$ cat src/rtl/pwm_reload_pkg.sv
package pwm_reload_pkg;

    typedef enum logic [1:0] {
        RATIO_1 = 2'd0,
        RATIO_2 = 2'd1,
        RATIO_4 = 2'd2,
        RATIO_8 = 2'd3
    } ratio_e;

    localparam int PCNT_W = 3;

    typedef struct packed {
        ratio_e             sel;
        logic [PCNT_W-1:0]  cnt;
    } div_st_t;

    typedef struct packed {
        logic ready;
        logic reload;
    } ctl_st_t;

    function automatic logic [PCNT_W-1:0] last_index(input ratio_e sel);
        logic [PCNT_W:0] len;
        len = (PCNT_W+1)'(1) << sel;
        return PCNT_W'(len - 1'b1);
    endfunction

endpackage

$ cat src/rtl/pwm_period_div.sv
module pwm_period_div
    import pwm_reload_pkg::*;
(
    input  logic       clk_i,
    input  logic       rst_ni,
    input  logic       period_end_i,
    input  logic       ratio_wr_i,
    input  logic [1:0] ratio_i,
    output logic       event_o
);

    div_st_t st_d, st_q;

    always_comb begin
        st_d    = st_q;
        event_o = period_end_i && (st_q.cnt == last_index(st_q.sel));
        if (ratio_wr_i) begin
            st_d.sel = ratio_e'(ratio_i);
            st_d.cnt = '0;
        end else if (period_end_i) begin
            st_d.cnt = event_o ? '0 : st_q.cnt + 1'b1;
        end
    end

    always_ff @(posedge clk_i or negedge rst_ni) begin
        if (!rst_ni) begin
            st_q <= '{sel: RATIO_1, cnt: '0};
        end else begin
            st_q <= st_d;
        end
    end

    // count never passes the last index of the selected group
    assert_cnt_in_range_R3: assert property (@(posedge clk_i) disable iff (!rst_ni)
        st_q.cnt <= last_index(st_q.sel));

    // a ratio write restarts the count
    assert_restart_on_write_R4: assert property (@(posedge clk_i) disable iff (!rst_ni)
        ratio_wr_i |=> (st_q.cnt == '0));

endmodule

$ cat src/rtl/pwm_shadow_bank.sv
module pwm_shadow_bank #(
    parameter int NUM_CH  = 3,
    parameter int DUTY_W  = 12,
    parameter int PRESC_W = 3
) (
    input  logic                     clk_i,
    input  logic                     rst_ni,
    input  logic [NUM_CH-1:0]        duty_we_i,
    input  logic                     presc_we_i,
    input  logic [DUTY_W-1:0]        wr_data_i,
    input  logic                     load_i,
    output logic [NUM_CH*DUTY_W-1:0] duty_act_o,
    output logic [PRESC_W-1:0]       presc_act_o
);

    typedef struct packed {
        logic [NUM_CH-1:0][DUTY_W-1:0] duty_sh;
        logic [NUM_CH-1:0][DUTY_W-1:0] duty_act;
        logic [PRESC_W-1:0]            presc_sh;
        logic [PRESC_W-1:0]            presc_act;
    } bank_t;

    bank_t bank_d, bank_q;

    always_comb begin
        bank_d = bank_q;
        // transfer takes the shadows as they stood before this cycle's writes
        if (load_i) begin
            bank_d.duty_act  = bank_q.duty_sh;
            bank_d.presc_act = bank_q.presc_sh;
        end
        for (int c = 0; c < NUM_CH; c++) begin
            if (duty_we_i[c]) begin
                bank_d.duty_sh[c] = wr_data_i;
            end
        end
        if (presc_we_i) begin
            bank_d.presc_sh = wr_data_i[PRESC_W-1:0];
        end
    end

    always_ff @(posedge clk_i or negedge rst_ni) begin
        if (!rst_ni) begin
            bank_q <= '0;
        end else begin
            bank_q <= bank_d;
        end
    end

    genvar g;
    generate
        for (g = 0; g < NUM_CH; g++) begin : g_out
            assign duty_act_o[g*DUTY_W +: DUTY_W] = bank_q.duty_act[g];
        end
    endgenerate
    assign presc_act_o = bank_q.presc_act;

    // active values only move on a transfer
    assert_act_hold_R7: assert property (@(posedge clk_i) disable iff (!rst_ni)
        !load_i |=> ($stable(duty_act_o) && $stable(presc_act_o)));

endmodule

$ cat src/rtl/pwm_reload_ctrl.sv
module pwm_reload_ctrl
    import pwm_reload_pkg::*;
#(
    parameter int NUM_CH  = 3,
    parameter int DUTY_W  = 12,
    parameter int PRESC_W = 3,
    parameter int ADDR_W  = 3
) (
    input  logic                     clk_i,
    input  logic                     rst_ni,
    input  logic                     wr_en_i,
    input  logic [ADDR_W-1:0]        wr_addr_i,
    input  logic [DUTY_W-1:0]        wr_data_i,
    input  logic                     period_end_i,
    output logic [NUM_CH*DUTY_W-1:0] duty_act_o,
    output logic [PRESC_W-1:0]       presc_act_o,
    output logic                     ready_o,
    output logic                     reload_o
);

    localparam int ADDR_PRESC = NUM_CH;
    localparam int ADDR_CTRL  = NUM_CH + 1;

    logic [NUM_CH-1:0] duty_we;
    logic              presc_we;
    logic              ctrl_we;
    logic              arm_set;
    logic              reload_ev;
    logic              xfer;

    ctl_st_t ctl_d, ctl_q;

    genvar g;
    generate
        for (g = 0; g < NUM_CH; g++) begin : g_dec
            assign duty_we[g] = wr_en_i && (wr_addr_i == ADDR_W'(g));
        end
    endgenerate

    assign presc_we = wr_en_i && (wr_addr_i == ADDR_W'(ADDR_PRESC));
    assign ctrl_we  = wr_en_i && (wr_addr_i == ADDR_W'(ADDR_CTRL));
    assign arm_set  = ctrl_we && wr_data_i[0];

    pwm_period_div u_div (
        .clk_i        (clk_i),
        .rst_ni       (rst_ni),
        .period_end_i (period_end_i),
        .ratio_wr_i   (ctrl_we),
        .ratio_i      (wr_data_i[2:1]),
        .event_o      (reload_ev)
    );

    always_comb begin
        ctl_d        = ctl_q;
        xfer         = reload_ev && ctl_q.ready;
        ctl_d.reload = reload_ev;
        if (arm_set) begin
            ctl_d.ready = 1'b1;
        end else if (xfer) begin
            ctl_d.ready = 1'b0;
        end
    end

    always_ff @(posedge clk_i or negedge rst_ni) begin
        if (!rst_ni) begin
            ctl_q <= '0;
        end else begin
            ctl_q <= ctl_d;
        end
    end

    pwm_shadow_bank #(
        .NUM_CH  (NUM_CH),
        .DUTY_W  (DUTY_W),
        .PRESC_W (PRESC_W)
    ) u_bank (
        .clk_i       (clk_i),
        .rst_ni      (rst_ni),
        .duty_we_i   (duty_we),
        .presc_we_i  (presc_we),
        .wr_data_i   (wr_data_i),
        .load_i      (xfer),
        .duty_act_o  (duty_act_o),
        .presc_act_o (presc_act_o)
    );

    assign ready_o  = ctl_q.ready;
    assign reload_o = ctl_q.reload;

    // every divider event shows up as a strobe one cycle later
    assert_strobe_follows_R3: assert property (@(posedge clk_i) disable iff (!rst_ni)
        reload_ev |=> reload_o);

    // armed event without a fresh arm clears the flag
    assert_ready_clears_R6: assert property (@(posedge clk_i) disable iff (!rst_ni)
        (reload_ev && ready_o && !arm_set) |=> !ready_o);

    // flag only rises after an arming control write
    assert_ready_source_R5: assert property (@(posedge clk_i) disable iff (!rst_ni)
        (!ready_o && !arm_set) |=> !ready_o);

endmodule

$ cat config.mk
export PLATFORM = sky130hd
export DESIGN_NAME = pwm_reload_ctrl
export DESIGN_NICKNAME = d
export VERILOG_FILES = /design/src/rtl/pwm_reload_pkg.sv /design/src/rtl/pwm_period_div.sv /design/src/rtl/pwm_shadow_bank.sv /design/src/rtl/pwm_reload_ctrl.sv
export SDC_FILE = /design/constraint.sdc
export NUM_CORES = 1
export LEC_CHECK = 0
export CAP_MARGIN = 20
export CORE_MARGIN = 5
export CORE_UTILIZATION = 55
export CTS_BUF_LIST = sky130_fd_sc_hd__clkbuf_4
export CTS_CLUSTER_SIZE = 25
export DETAILED_ROUTE_END_ITERATION = 8
export PLACE_DENSITY_LB_ADDON = 0.08
export SLEW_MARGIN = 5
export SYNTH_ARGS = -nofsm -noshare
export SYNTH_HDL_FRONTEND = slang
export SYNTH_SLANG_ARGS = --single-unit
$ cat constraint.sdc
create_clock -name clk_i -period 2.45 [get_ports clk_i]
set_clock_uncertainty 0.15 [all_clocks]
set_input_delay 0.245 -clock clk_i [delete_from_list [all_inputs] [get_ports clk_i]]
set_output_delay 0.245 -clock clk_i [all_outputs]
set_load 0.01 [all_outputs]
==> out/qor.txt, run 1 <==
Worst min path class = in -> async
Worst-margin pin slew = 0.408 ns
CP endpoint kind = flop
DRT Pass-1 Iters = 4
Worst Reg2Reg Path Length in Cells = 5
Ys flop type = dfrtp_1
TritonCTS Buffers = 9
Outcome = completed
Fin crit period = 2.14 ns
CP startpoint kind = flop
Routed Wire Length = 5950 um
Largest net degree at the start of global routing = 41
DP HPWL = 4070 um
Via count = 1878
I/O Pins = 60
Crit path required time = 2.58 ns
Vias in the first global route = 2056
Synth top area share = 0.590
CTS H-tree depth = 3
Sequential share of the synthesized area = 0.590
Final net count = 292
Syn avg cell area = 15.1 sq um
Residual DRC count = 0
Critical Path AT = 2.27 ns
Top cells by area, synth = dfrtp_1 59%, mux2_2 13%, mux2_1 9.1%
Die Wd = 91.0 um
Syn-to-layout area delta = 16.5%
Core region area = 6350 sq um
Total track usage = 0.157
CP Max Fanout = 23
Vias per cell = 5.32
WL per Instance = 16.8 um
Final Hold Fails = 0
Cell taking the most area after synthesis = dfrtp_1
Number of synthesized flops with an enable pin = 0
Count of maximum capacitance violations = 0
Worst vdd ir = 0.000571 V
Slew headroom = 0.725
CTS Root Cell = clkbuf_4
Synth cell types = 27
Power, Total = 4.27 mW
Most frequent cells in the layout = 85 x dfrtp_1, 58 x clkdlybuf4s50_1, 41 x mux2_2
Drt initial violations = 32
Sink Count = 85
Starting Density = 0.568
Mapped Area = 3600 sq um
Period utilization = 0.872
Setup TNS = 0 ns
RD Place Congestion = 0.758
Antenna violations before repair = 0
Share of cells above drive strength 1 = 0.293
Final number of setup-violating endpoints = 0
FMAX = 468 MHz
Register Area = 2130 sq um
CTS max path bufs = 2
Critical path class = reg -> reg
First-pass GRT wire length = 10400 um
Leading cell type in the layout, fill and taps excluded = dfrtp_1
Port Buffers = 59
Slew Limit Fails = 0
FP Rows = 29
RSZ-0062 raised after global routing = no
CTS tree = done
Die area = 8270 sq um
Inserted Diodes = 0
Die Height = 91.0 um
Static leakage = 1.91 nW
Synth Register Bits = 85
Antenna-violating nets left = 0
Share of flip-flops with an asynchronous set or reset = 1.00
# fillers = 475
Synth Instances = 239
Footprint of the multi-input gates = 1170 sq um
Gr ovfl total = 0
Pwr Density = 1020 nW/um^2
Synthesis Warnings = 0
Syn Nets = 259
Worst skew pair latency = 0.41 ns
Clk pin slew, worst setup/hold paths = 0.13 ns
-- flip-flops by register name, indices dropped and copies added (netlist names) --
register and flops:
u_bank.bank_q 39, u_bank.duty_act_o 36, u_div.st_q 5, u_bank.presc_act_o 3, ready_o 1, reload_o 1
-- final timing paths --
| check | startpoint | endpoint | slack [ns] |
|---|---|---|---|
| max in group asynchronous | rst_ni | u_bank.bank_q[46]$_DFFE_PN0P_ | 1.42 |
| min in group clk_i | u_bank.bank_q[75]$_DFFE_PN0P_ | u_bank.duty_act_o[33]$_DFFE_PN0P_ | 0.34 |
| worst min register to register | u_bank.bank_q[75]$_DFFE_PN0P_ | u_bank.duty_act_o[33]$_DFFE_PN0P_ | 0.34 |
| worst max register to register | u_div.st_q[2]$_DFFE_PN0P_ | u_bank.duty_act_o[3]$_DFFE_PN0P_ | 0.31 |
| worst max-delay path | u_div.st_q[2]$_DFFE_PN0P_ | u_bank.duty_act_o[3]$_DFFE_PN0P_ | 0.31 |
| worst min-delay path | rst_ni | u_bank.duty_act_o[19]$_DFFE_PN0P_ | 0.09 |
-- cell families after synthesis --
logic type / Yosys count / share of synthesized area
simple gates: 16 / 0.0309
fa+ha+maj: 1 / 0.00347
xor+xnor: 1 / 0.00243
compound gates: 8 / 0.0163
flops: 85 / 0.590
buf+inv: 48 / 0.0965
mux: 80 / 0.260
-- worst max-delay path: stages (launching register included) --
cell and delay [ns]:
dfrtp_1 0.44, or3_4 0.40, o22ai_2 0.20, o211ai_1 0.17, buf_4 0.28, mux2_1 0.35
-- cells in the mapped netlist, types with 2 or more instances --
| master | count |
|---|---|
| mux2_1 | 29 |
| o21ai_0 | 2 |
| buf_6 | 2 |
| nand3_1 | 2 |
| nand2_1 | 3 |
| mux2_2 | 41 |
| dfrtp_1 | 85 |
| buf_4 | 39 |
| nor4bb_1 | 3 |
| mux2_4 | 10 |
| inv_1 | 2 |
| a21oi_1 | 2 |
| buf_2 | 5 |
-- report_power, final --
group | switching [mW] | internal, mW
combinational | 0.488 | 0.908
sequential | 0.257 | 1.85
clock | 0.438 | 0.328
total | 1.18 | 3.09
-- repair_timing --
| action | in CTS | in global routing |
|---|---|---|
| buffers inserted | 0 | 0 |
| hold buffers | 1 | 0 |
| hold endpoints to repair | 85 | 0 |
| gates resized for setup | 0 | 0 |
-- metrics by stage --
step	cell area, sq um	std cells	hold WS [ns]	utilization	setup slack (ns)
floorplan	3600	239	-0.201	-	0.449
global placement	4060	337	-0.00893	0.639	0.392
detailed placement	4060	337	-0.0119	0.639	0.342
CTS	4200	353	0.0737	0.661	0.315
global route	4200	353	0.0831	0.661	0.204
finish	4200	353	0.0897	0.661	0.314
-- layout make-up --
type                       count  share of cell area
multi-input combinational    106               0.278
timing repair buffer          68               0.160
clock inverter                 4              0.0119
inverter                       2             0.00179
sequential                    85               0.506
clock buffer                  11              0.0197
tap                           77              0.0229
-- per-layer routing --
metal / GRT usage / wire [um] / part of all wire / vias up
li1: - / - / - / 864
met1: 0.210 / 2710 / 0.46 / 955
met2: 0.246 / 2810 / 0.47 / 46
met3: 0.0364 / 302 / 0.051 / 13
met4: 0.0697 / 117 / 0.020 / 0
met5: 0 / 0 / 0 / -
(Power assumes the default switching activity.)
==> run 2, diff against run 1 <==
--- a/config.mk
+++ b/config.mk
@@ -11,6 +11,7 @@
 export CTS_BUF_LIST = sky130_fd_sc_hd__clkbuf_4
 export CTS_CLUSTER_SIZE = 25
 export DETAILED_ROUTE_END_ITERATION = 8
+export MAX_ROUTING_LAYER = met4
 export PLACE_DENSITY_LB_ADDON = 0.08
 export SLEW_MARGIN = 5
 export SYNTH_ARGS = -nofsm -noshare
==> out/qor.txt, run 2 (synthesis gave the netlist of run 1 again) <==
Outcome = completed (unchanged)
Largest net degree at the start of global routing = 41 (unchanged)
Final net count = 292 (unchanged)
Syn-to-layout area delta = 16.5% (unchanged)
Setup TNS = 0 ns (unchanged)
CTS tree = done (unchanged)
Die Height = 91.0 um (unchanged)
Die Wd = 91.0 um (unchanged)
Gr ovfl total = 0 (unchanged)
CP endpoint kind = flop (unchanged)
Vias per cell = 5.33 (was 5.32)
Critical path class = reg -> reg (unchanged)
Worst skew pair latency = 0.41 ns (about the same)
Leading cell type in the layout, fill and taps excluded = dfrtp_1 (unchanged)
CTS max path bufs = 2 (unchanged)
Most frequent cells in the layout = 85 x dfrtp_1, 58 x clkdlybuf4s50_1, 41 x mux2_2 (unchanged)
WL per Instance = 16.7 um (was 16.8 um)
Starting Density = 0.568 (unchanged)
CP Max Fanout = 23 (unchanged)
FMAX = 470 MHz (was 468 MHz)
Core region area = 6350 sq um (unchanged)
Crit path required time = 2.59 ns (was 2.58 ns)
Final number of setup-violating endpoints = 0 (unchanged)
FP Rows = 29 (unchanged)
Static leakage = 1.91 nW (unchanged)
Critical Path AT = 2.27 ns (about the same)
DRT Pass-1 Iters = 4 (unchanged)
Total track usage = 0.162 (was 0.157)
Dpl ws = 0.342 ns (unchanged)
Worst vdd ir = 0.000571 V (about the same)
I/O Pins = 60 (unchanged)
Share of cells above drive strength 1 = 0.293 (unchanged)
CTS H-tree depth = 3 (unchanged)
Inserted Diodes = 0 (unchanged)
Period utilization = 0.869 (was 0.872)
Vias in the first global route = 2059 (was 2056)
Port Buffers = 59 (unchanged)
Sink Count = 85 (unchanged)
Reg with most FFs = u_bank.bank_q (unchanged)
Antenna-violating nets left = 0 (unchanged)
RSZ-0062 raised after global routing = no (unchanged)
Pwr Density = 1020 nW/um^2 (about the same)
Count of maximum capacitance violations = 0 (unchanged)
Die area = 8270 sq um (unchanged)
Routed Wire Length = 5910 um (was 5950 um)
Worst min path class = in -> async (unchanged)
CTS Root Cell = clkbuf_4 (unchanged)
Drt initial violations = 34 (was 32)
Clk pin slew, worst setup/hold paths = 0.13 ns (about the same)
Antenna violations before repair = 0 (unchanged)
First-pass GRT wire length = 10400 um (about the same)
Fin crit period = 2.13 ns (was 2.14 ns)
Slew Limit Fails = 0 (unchanged)
Post-route setup slack = 0.320 ns (was 0.314 ns)
Residual DRC count = 0 (unchanged)
Post-CTS setup buffer count = 0 (unchanged)
TritonCTS Buffers = 9 (unchanged)
Fin util = 0.661 (unchanged)
RD Place Congestion = 0.768 (was 0.758)
Slew headroom = 0.728 (was 0.725)
CP startpoint kind = flop (unchanged)
Final Hold Fails = 0 (unchanged)
Largest register FFs = 39 (unchanged)
Via count = 1883 (was 1878)
DP HPWL = 4070 um (unchanged)
Worst-margin pin slew = 0.404 ns (was 0.408 ns)
-- run 2: cell counts in the layout (fill, tap and decap cells not counted) --
Identical to the previous run, type by type.
-- run 2: layout make-up --
class / instances / area (sq um)
Fill cell: 475 / 2150
Clock inverter: 4 / 50.0
Inverter: 2 / 7.51
Clock buffer: 11 / 82.6
Sequential cell: 85 / 2130
Multi-Input combinational cell: 106 / 1170
Timing Repair Buffer: 68 / 671
Tap cell: 77 / 96.3
-- run 2: repair_timing --
action | CTS | global route
resized for setup | 0 | 0
hold endpoints to repair | 85 | 0
hold buffers | 1 | 0
-- run 2: layer usage --
metal / vias up / global-route usage / routed length, um
met3: 10 / 0.0364 / 297
met4: 0 / 0.0697 / 89
met5: - / - / 0
met2: 44 / 0.246 / 2830
li1: 866 / - / -
met1: 963 / 0.209 / 2690
-- run 2: worst max-delay path: stages, from the launching register on --
cell and delay (ns):
dfrtp_1 0.44, or3_4 0.40, o22ai_2 0.20, o211ai_1 0.17, buf_4 0.28, mux2_1 0.35
-- run 2: worst paths after layout --
kind	slack (ns)	from	end	depth (start not counted)
worst max-delay path	0.32	u_div.st_q[2]$_DFFE_PN0P_	u_bank.duty_act_o[3]$_DFFE_PN0P_	5
worst min-delay path	0.09	rst_ni	u_bank.duty_act_o[19]$_DFFE_PN0P_	2
worst max register to register	0.32	u_div.st_q[2]$_DFFE_PN0P_	u_bank.duty_act_o[3]$_DFFE_PN0P_	5
worst min register to register	0.34	u_bank.bank_q[68]$_DFFE_PN0P_	u_bank.duty_act_o[26]$_DFFE_PN0P_	1
max in group asynchronous	1.43	rst_ni	u_bank.bank_q[46]$_DFFE_PN0P_	3
min in group clk_i	0.34	u_bank.bank_q[68]$_DFFE_PN0P_	u_bank.duty_act_o[26]$_DFFE_PN0P_	1
-- run 2: power breakdown --
part	leakage, nW	switching [mW]	internal, mW
Combinational	0.776	0.488	0.908
Clock	0.0689	0.437	0.328
Sequential	1.06	0.258	1.85
Total	1.91	1.18	3.09
-- run 2: per-stage QoR --
stage               power (mW)  hold slack, ns  instance area, sq um  instances
CTS                       4.35          0.0737                  4200        353
floorplan                 3.14          -0.201                  3600        239
global placement          3.52        -0.00893                  4060        337
global route              4.55          0.0869                  4200        353
finish                    4.27          0.0873                  4200        353
detailed placement        3.57         -0.0119                  4060        337
